--- config.mk ---
export PLATFORM = sky130hd
export DESIGN_NAME = rsp_cell_inserter
export DESIGN_NICKNAME = d
export VERILOG_FILES = /design/src/rtl/rci_pkg.sv /design/src/rtl/rci_payload_ram.sv /design/src/rtl/rci_slot_track.sv /design/src/rtl/rci_cell_gen.sv /design/src/rtl/rsp_cell_inserter.sv
export SDC_FILE = /design/constraint.sdc
export NUM_CORES = 1
export LEC_CHECK = 0
export CAP_MARGIN = 40
export CORE_UTILIZATION = 54
export CTS_BUF_LIST = sky130_fd_sc_hd__clkbuf_4 sky130_fd_sc_hd__clkbuf_8
export DETAILED_ROUTE_END_ITERATION = 12
export DONT_BUFFER_PORTS = 1
export PLACE_DENSITY = 0.82
export SETUP_SLACK_MARGIN = 0.4
export SLEW_MARGIN = 25
export SYNTH_ARGS = -nofsm -noshare
export SYNTH_HDL_FRONTEND = slang
export SYNTH_SLANG_ARGS = --single-unit
export TNS_END_PERCENT = 50
--- constraint.sdc ---
create_clock -name clk -period 4.4 [get_ports clk]
set_clock_uncertainty 0.1 [all_clocks]
set_input_delay 0 -clock clk [delete_from_list [all_inputs] [get_ports clk]]
set_output_delay 0 -clock clk [all_outputs]
set_load 0.01 [all_outputs]
--- src/rtl/rci_pkg.sv ---
package rci_pkg;

  localparam int NIB_W     = 4;
  localparam int BYTE_W    = 8;
  localparam int HDR_BYTES = 5;
  localparam int VCI_W     = 16;

  // header check byte: CRC-8, x^8+x^2+x+1, zero start, MSB first, then xor 0x55
  function automatic logic [7:0] hec_of(input logic [31:0] hdr);
    logic [7:0] crc;
    logic       fb;
    crc = 8'h00;
    for (int i = 31; i >= 0; i--) begin
      fb  = crc[7] ^ hdr[i];
      crc = {crc[6:0], 1'b0};
      if (fb) crc = crc ^ 8'h07;
    end
    return crc ^ 8'h55;
  endfunction

endpackage

--- src/rtl/rci_payload_ram.sv ---
module rci_payload_ram #(
  parameter int DEPTH = 32,
  parameter int AW    = 5,
  parameter int DW    = 8
) (
  input  logic          clk,
  input  logic          we,
  input  logic [AW-1:0] waddr,
  input  logic [DW-1:0] wdata,
  input  logic [AW-1:0] raddr,
  output logic [DW-1:0] rdata
);

  logic [DW-1:0] mem [DEPTH];

  always_ff @(posedge clk) begin
    if (we) mem[waddr] <= wdata;
    rdata <= mem[raddr];
  end

endmodule

--- src/rtl/rci_slot_track.sv ---
module rci_slot_track #(
  parameter int CELL_NIBS = 106
) (
  input  logic                         clk,
  input  logic                         rst,
  input  logic                         take,
  input  logic                         frm,
  output logic                         in_last,
  output logic                         in_gap,
  output logic [$clog2(CELL_NIBS)-1:0] cnt_o
);

  localparam int CW = $clog2(CELL_NIBS);

  // nibbles of the current through-cell still to arrive, 0 = between cells
  logic [CW-1:0] cnt_q;

  always_ff @(posedge clk) begin
    if (rst) begin
      cnt_q <= '0;
    end else if (take) begin
      if (cnt_q == '0) begin
        if (frm) cnt_q <= CW'(CELL_NIBS - 1);
      end else begin
        cnt_q <= cnt_q - 1'b1;
      end
    end
  end

  assign in_last = take && (cnt_q == CW'(1));
  assign in_gap  = take && (cnt_q == '0) && !frm;
  assign cnt_o   = cnt_q;

  a_r6_cnt_bound: assert property (@(posedge clk) disable iff (rst)
    int'(cnt_q) < CELL_NIBS);

  a_r7_frozen_when_stalled: assert property (@(posedge clk) disable iff (rst)
    !take |=> $stable(cnt_q));

endmodule

--- src/rtl/rci_cell_gen.sv ---
module rci_cell_gen
  import rci_pkg::*;
#(
  parameter int MAX_BYTES  = 32,
  parameter int CELL_BYTES = 53
) (
  input  logic [$clog2(CELL_BYTES*2)-1:0] idx,
  input  logic [VCI_W-1:0]                vci,
  input  logic [BYTE_W-1:0]               hec,
  input  logic [$clog2(MAX_BYTES+1)-1:0]  len,
  input  logic [BYTE_W-1:0]               ram_q,
  output logic [$clog2(MAX_BYTES)-1:0]    rd_addr,
  output logic [NIB_W-1:0]                nib
);

  localparam int IW = $clog2(CELL_BYTES*2);
  localparam int AW = $clog2(MAX_BYTES);

  logic [IW:0]       nxt;
  logic [IW-1:0]     nb_next;
  logic [IW-1:0]     nb_cur;
  logic [IW-1:0]     pay_idx;
  logic [BYTE_W-1:0] cur_byte;

  // look one nibble ahead so the registered store output lines up
  always_comb begin
    nxt     = {1'b0, idx} + 1'b1;
    nb_next = nxt[IW:1];
    if (int'(nb_next) >= HDR_BYTES) rd_addr = AW'(int'(nb_next) - HDR_BYTES);
    else                            rd_addr = '0;
  end

  always_comb begin
    nb_cur  = {1'b0, idx[IW-1:1]};
    pay_idx = IW'(int'(nb_cur) - HDR_BYTES);
    case (int'(nb_cur))
      0:       cur_byte = 8'h00;
      1:       cur_byte = {4'h0, vci[15:12]};
      2:       cur_byte = vci[11:4];
      3:       cur_byte = {vci[3:0], 4'h0};
      4:       cur_byte = hec;
      default: cur_byte = (int'(pay_idx) < int'(len)) ? ram_q : 8'h00;
    endcase
    nib = idx[0] ? cur_byte[3:0] : cur_byte[7:4];
  end

endmodule

--- src/rtl/rsp_cell_inserter.sv ---
module rsp_cell_inserter
  import rci_pkg::*;
#(
  parameter int MAX_BYTES  = 32,
  parameter int CELL_BYTES = 53
) (
  input  logic                           clk,
  input  logic                           rst,
  input  logic [3:0]                     up_nib,
  input  logic                           up_frm,
  output logic                           up_rd_en,
  input  logic                           ld_we,
  input  logic [$clog2(MAX_BYTES)-1:0]   ld_addr,
  input  logic [7:0]                     ld_data,
  input  logic [15:0]                    reply_vci,
  input  logic [$clog2(MAX_BYTES+1)-1:0] rsp_len,
  input  logic                           rsp_req,
  output logic [3:0]                     dn_nib,
  output logic                           dn_frm,
  output logic                           rsp_done
);

  localparam int AW        = $clog2(MAX_BYTES);
  localparam int LW        = $clog2(MAX_BYTES + 1);
  localparam int CELL_NIBS = CELL_BYTES * 2;
  localparam int IW        = $clog2(CELL_NIBS);

  logic              pend_q, ins_q, rd_en_q, done_q;
  logic [IW-1:0]     idx_q;
  logic [VCI_W-1:0]  vci_q;
  logic [BYTE_W-1:0] hec_q;
  logic [LW-1:0]     len_q;
  logic [NIB_W-1:0]  dn_nib_q;
  logic              dn_frm_q;

  logic              trk_last, trk_gap;
  logic [IW-1:0]     trk_cnt;
  logic [AW-1:0]     rd_addr;
  logic [BYTE_W-1:0] ram_q;
  logic [NIB_W-1:0]  gen_nib;
  logic              start, last_idx, accept;

  rci_slot_track #(.CELL_NIBS(CELL_NIBS)) u_trk (
    .clk     (clk),
    .rst     (rst),
    .take    (rd_en_q),
    .frm     (up_frm),
    .in_last (trk_last),
    .in_gap  (trk_gap),
    .cnt_o   (trk_cnt)
  );

  rci_payload_ram #(.DEPTH(MAX_BYTES), .AW(AW), .DW(BYTE_W)) u_ram (
    .clk   (clk),
    .we    (ld_we && !pend_q),
    .waddr (ld_addr),
    .wdata (ld_data),
    .raddr (rd_addr),
    .rdata (ram_q)
  );

  rci_cell_gen #(.MAX_BYTES(MAX_BYTES), .CELL_BYTES(CELL_BYTES)) u_gen (
    .idx     (idx_q),
    .vci     (vci_q),
    .hec     (hec_q),
    .len     (len_q),
    .ram_q   (ram_q),
    .rd_addr (rd_addr),
    .nib     (gen_nib)
  );

  assign accept   = rsp_req && !pend_q;
  assign start    = pend_q && !ins_q && rd_en_q && (trk_last || trk_gap);
  assign last_idx = (idx_q == IW'(CELL_NIBS - 1));

  always_ff @(posedge clk) begin
    if (rst) begin
      pend_q   <= 1'b0;
      ins_q    <= 1'b0;
      rd_en_q  <= 1'b1;
      done_q   <= 1'b0;
      idx_q    <= '0;
      vci_q    <= '0;
      hec_q    <= '0;
      len_q    <= '0;
      dn_nib_q <= '0;
      dn_frm_q <= 1'b0;
    end else begin
      done_q <= 1'b0;
      if (accept) begin
        pend_q <= 1'b1;
        vci_q  <= reply_vci;
        hec_q  <= hec_of({8'h00, 4'h0, reply_vci, 4'h0});
        len_q  <= (int'(rsp_len) > MAX_BYTES) ? LW'(MAX_BYTES) : rsp_len;
      end
      if (start) begin
        ins_q   <= 1'b1;
        idx_q   <= '0;
        rd_en_q <= 1'b0;
      end
      if (ins_q) begin
        if (last_idx) begin
          ins_q   <= 1'b0;
          rd_en_q <= 1'b1;
          pend_q  <= 1'b0;
          done_q  <= 1'b1;
          idx_q   <= '0;
        end else begin
          idx_q <= idx_q + 1'b1;
        end
        dn_nib_q <= gen_nib;
        dn_frm_q <= (idx_q == '0);
      end else begin
        dn_nib_q <= up_nib;
        dn_frm_q <= up_frm;
      end
    end
  end

  assign up_rd_en = rd_en_q;
  assign dn_nib   = dn_nib_q;
  assign dn_frm   = dn_frm_q;
  assign rsp_done = done_q;

  a_r6_start_on_boundary: assert property (@(posedge clk) disable iff (rst)
    $rose(ins_q) |-> (trk_cnt == '0));

  a_r7_stalled_while_sending: assert property (@(posedge clk) disable iff (rst)
    ins_q |-> !up_rd_en);

  a_r5_frame_only_first: assert property (@(posedge clk) disable iff (rst)
    (ins_q && idx_q != '0) |=> !dn_frm);

  a_r8_done_reopens: assert property (@(posedge clk) disable iff (rst)
    rsp_done |-> up_rd_en);

  a_r8_done_single: assert property (@(posedge clk) disable iff (rst)
    rsp_done |=> !rsp_done);

  a_r10_capture_held: assert property (@(posedge clk) disable iff (rst)
    pend_q |=> ($stable(vci_q) && $stable(len_q)));

endmodule

==> impl_metrics.toml <==
[setup_path]
cp_num_buf_inv = 2
reg2reg_from = "idx_q[0]"
cp_slowest_stage_delay_ns = 0.71
crit_path_start = "idx_q[0]"
required_ns = 4.82
timing_worst_setup_path_type = "reg2reg"
critPathCaptureType = "flip-flop"
worstPathArrival_ns = 4.18
path_cells = "buf_4 -> ha_1 -> xnor2_1 -> ha_1 -> xor3_2 -> buf_4 -> mux2i_1 -> o21ai_0 -> nor4b_1 -> o22a_1"
slowest_stage = "xor3_2"
cp-start-kind = "flip-flop"
cp_max_fo = 23
critPathTopFamily = "XOR/XNOR gates"

[grt]
grt_overflow = 0
grt_pass1_vias = 9527
groute.usage.overall_pct = 25.7
grt.met3_usage_pct = 6.11
grt_pass1_wl_mm = 51.3
grt_use_met2_pct = 43.1
grt_max_degree = 54
grt_use_met1_pct = 31.6
antenna_found_initial = 0
busiest_layer = "met2"

[power]
total_power_mw = 6.82
p_per_area_nw_per_um2 = 425
p_leak_nw = 5.25
vdd_drop_max_v = 0.000352

[sta]
finalHoldViolations = 0
fin_setup_tns_ns = 0
hold_slack_ns = 0.00295
clock.fmax_mhz = 266
finalSetupViolCount = 0
setup_ws_ns = 0.643
fin_crit_ns = 3.76
fin_crit_sh_pct = 85.4
rsz0062_at_grt = "no"
maxSlewHeadroom_pct = 39.1
worstMarginPinSlew_ns = 0.902
final_max_slew_viol_count = 0

[routing]
wirelength_mm = 34.1
drtAntennaViolNets = 0
dr_total_vias = 9595
routed_via_density = 6.20
routedWlPerCell_um = 22.0
drt_pre_antenna_iters = 5
drc = 0
drtIter0Drc = 1160

[floorplanning]
rows = 58
ios = 51
dieArea_um2 = 26400
start_util_pct = 55.1
die_w_um = 162
die_y_um = 162
core_area_um2 = 25200

[cts]
clk_pin_slew_worst_paths_ns = 0.07
cts-buffers-inserted = 47
holdBufCountCts = 82
cts_setup_buffers = 0
cts_resized = 0
cts_root_buf = "clkbuf_8"
clk_latency_ns = 0.57
clockBufferDepth = 3
ctsHtreeMaxLevel = 2
tritoncts = "done"
clkSinkCount = 317

[layout]
fin_area_um2 = 16100
fin_nets = 1245
regArea_um2 = 8910
fillers = 1800
mostFrequentLayoutCell = "edfxtp_1"
diodes = 0
post-route-util_pct = 63.7
final_cell_mix = "256 x edfxtp_1, 101 x nand2_1, 97 x nor2_1"
drive_gt1_share_pct = 13.8
multi_input_comb_area_um2 = 4620
areaGrowthSynthToFinish_pct = 15.6
instances_no_fill = 1548

[logic_synthesis]
yosysSeqAreaShare_pct = 64.2
synth_area_um2 = 13900
synth-compound-area-share_pct = 12.2
synth_warnings = 0
synth_edf_count = 256
yosys-top-cells-area = "edfxtp_1 55%, dfxtp_1 8.8%, nand2_1 2.7%"
yosys.area_share.simple_pct = 9.98
synth_area_leader_cell = "edfxtp_1"
synthArstFlopShare_pct = 0
synth_adder_area_share_pct = 1.53
syn_area_per_cell_um2 = 12.7
synthMuxAreaShare_pct = 6.01
ys_types = 71
syn_inst = 1096
synth_xor_area_share_pct = 3.38
synth_top_family_by_area = "compound AO/OA/AOI/OAI gates"
synth_top_area_share_pct = 55.4
syn-num-nets = 1157
synthFlopType = "edfxtp_1"
synth-seq-cells = 317

[placed_design]
routabilityCongestion = 0.867
dp.cells = 1373
placed_area_um2 = 14200
place_ws_ns = 0.762
portBuffers = 0
dpl.hpwl_mm = 20.3

[hold_path]
hp-class = "in2reg"
hold_start = "reply_vci[10]"

[outcome]
outcome = "finished, final reports clean"

[flow_run]
drv_cap = 0
## path summary, 6_finish.rpt
kind | endpoint | slack, ns | depth (start not counted)
setup reg to reg | u_ram.rdata[6] | 0.64 | 10
setup / recovery | u_ram.rdata[6] | 0.64 | 10
hold reg to reg | hec_q[1] | 0.37 | 2
hold / removal | hec_q[2] | 0.003 | 5
## sequential cells by signal, indices dropped and copies added (netlist names)
| name | cells |
|---|---|
| u_ram.mem | 256 |
| vci_q | 16 |
| hec_q | 8 |
| u_ram.rdata | 8 |
| idx_q | 7 |
| u_trk.cnt_o | 7 |
| len_q | 6 |
| dn_nib | 4 |
| dn_frm | 1 |
| ins_q | 1 |
| pend_q | 1 |
| rsp_done | 1 |
| up_rd_en | 1 |
## cells in the mapped netlist, types with 3 or more instances
cell,n
a2111oi_0,5
a211o_1,5
a211oi_1,8
a21oi_1,71
a221oi_1,7
a22oi_1,20
a311oi_1,7
a31oi_1,7
and3_1,5
buf_1,6
buf_2,20
clkbuf_1,41
dfxtp_1,61
edfxtp_1,256
ha_1,17
inv_1,16
mux2_2,31
mux2i_1,26
mux4_2,10
nand2_1,101
nand2b_1,7
nand3_1,16
nand3b_1,10
nand4_1,6
nor2_1,97
nor2b_1,5
nor3_1,22
o2111ai_1,5
o211ai_1,13
o21a_1,8
o21ai_0,59
o221ai_1,13
o31a_1,3
o31ai_1,4
o32ai_1,5
or2_2,5
or3_1,9
xnor2_1,38
xor2_1,11
## cell type report
type / instances / area share [%]
Clock buffer: 69 / 5.21
Clock inverter: 14 / 0.421
Inverter: 16 / 0.374
Multi-Input combinational cell: 692 / 28.8
Sequential cell: 317 / 55.5
Tap cell: 330 / 2.57
Timing Repair Buffer: 110 / 7.13
## worst register-to-register path, stage by stage (launching register included)
cell     delay, ns
dfxtp_1       0.38
buf_4         0.21
ha_1          0.25
xnor2_1       0.33
ha_1          0.35
xor3_2        0.71
buf_4         0.34
mux2i_1       0.09
o21ai_0       0.31
nor4b_1       0.42
o22a_1        0.21
## per-layer routing
metal | wire, um | part of all wire [%]
met1 | 13200 | 39
met2 | 16500 | 48
met3 | 3090 | 9.0
met4 | 1250 | 3.7
met5 | 0 | 0
## cell families after synthesis
group / Yosys count
buffers and inverters: 87
multiplexers: 67
AO/OA/AOI/OAI: 258
AND/OR/NAND/NOR: 299
XOR/XNOR: 51
adder cells (fa/ha/maj): 17
flip-flops: 317
## power by group
part / total (mW) / internal (mW) / switching (mW)
clock network: 2.33 / 1.22 / 1.11
registers: 3.38 / 3.31 / 0.0686
logic: 1.11 / 0.466 / 0.639
total: 6.82 / 5.00 / 1.82
Power figures use the tool's default switching activity.
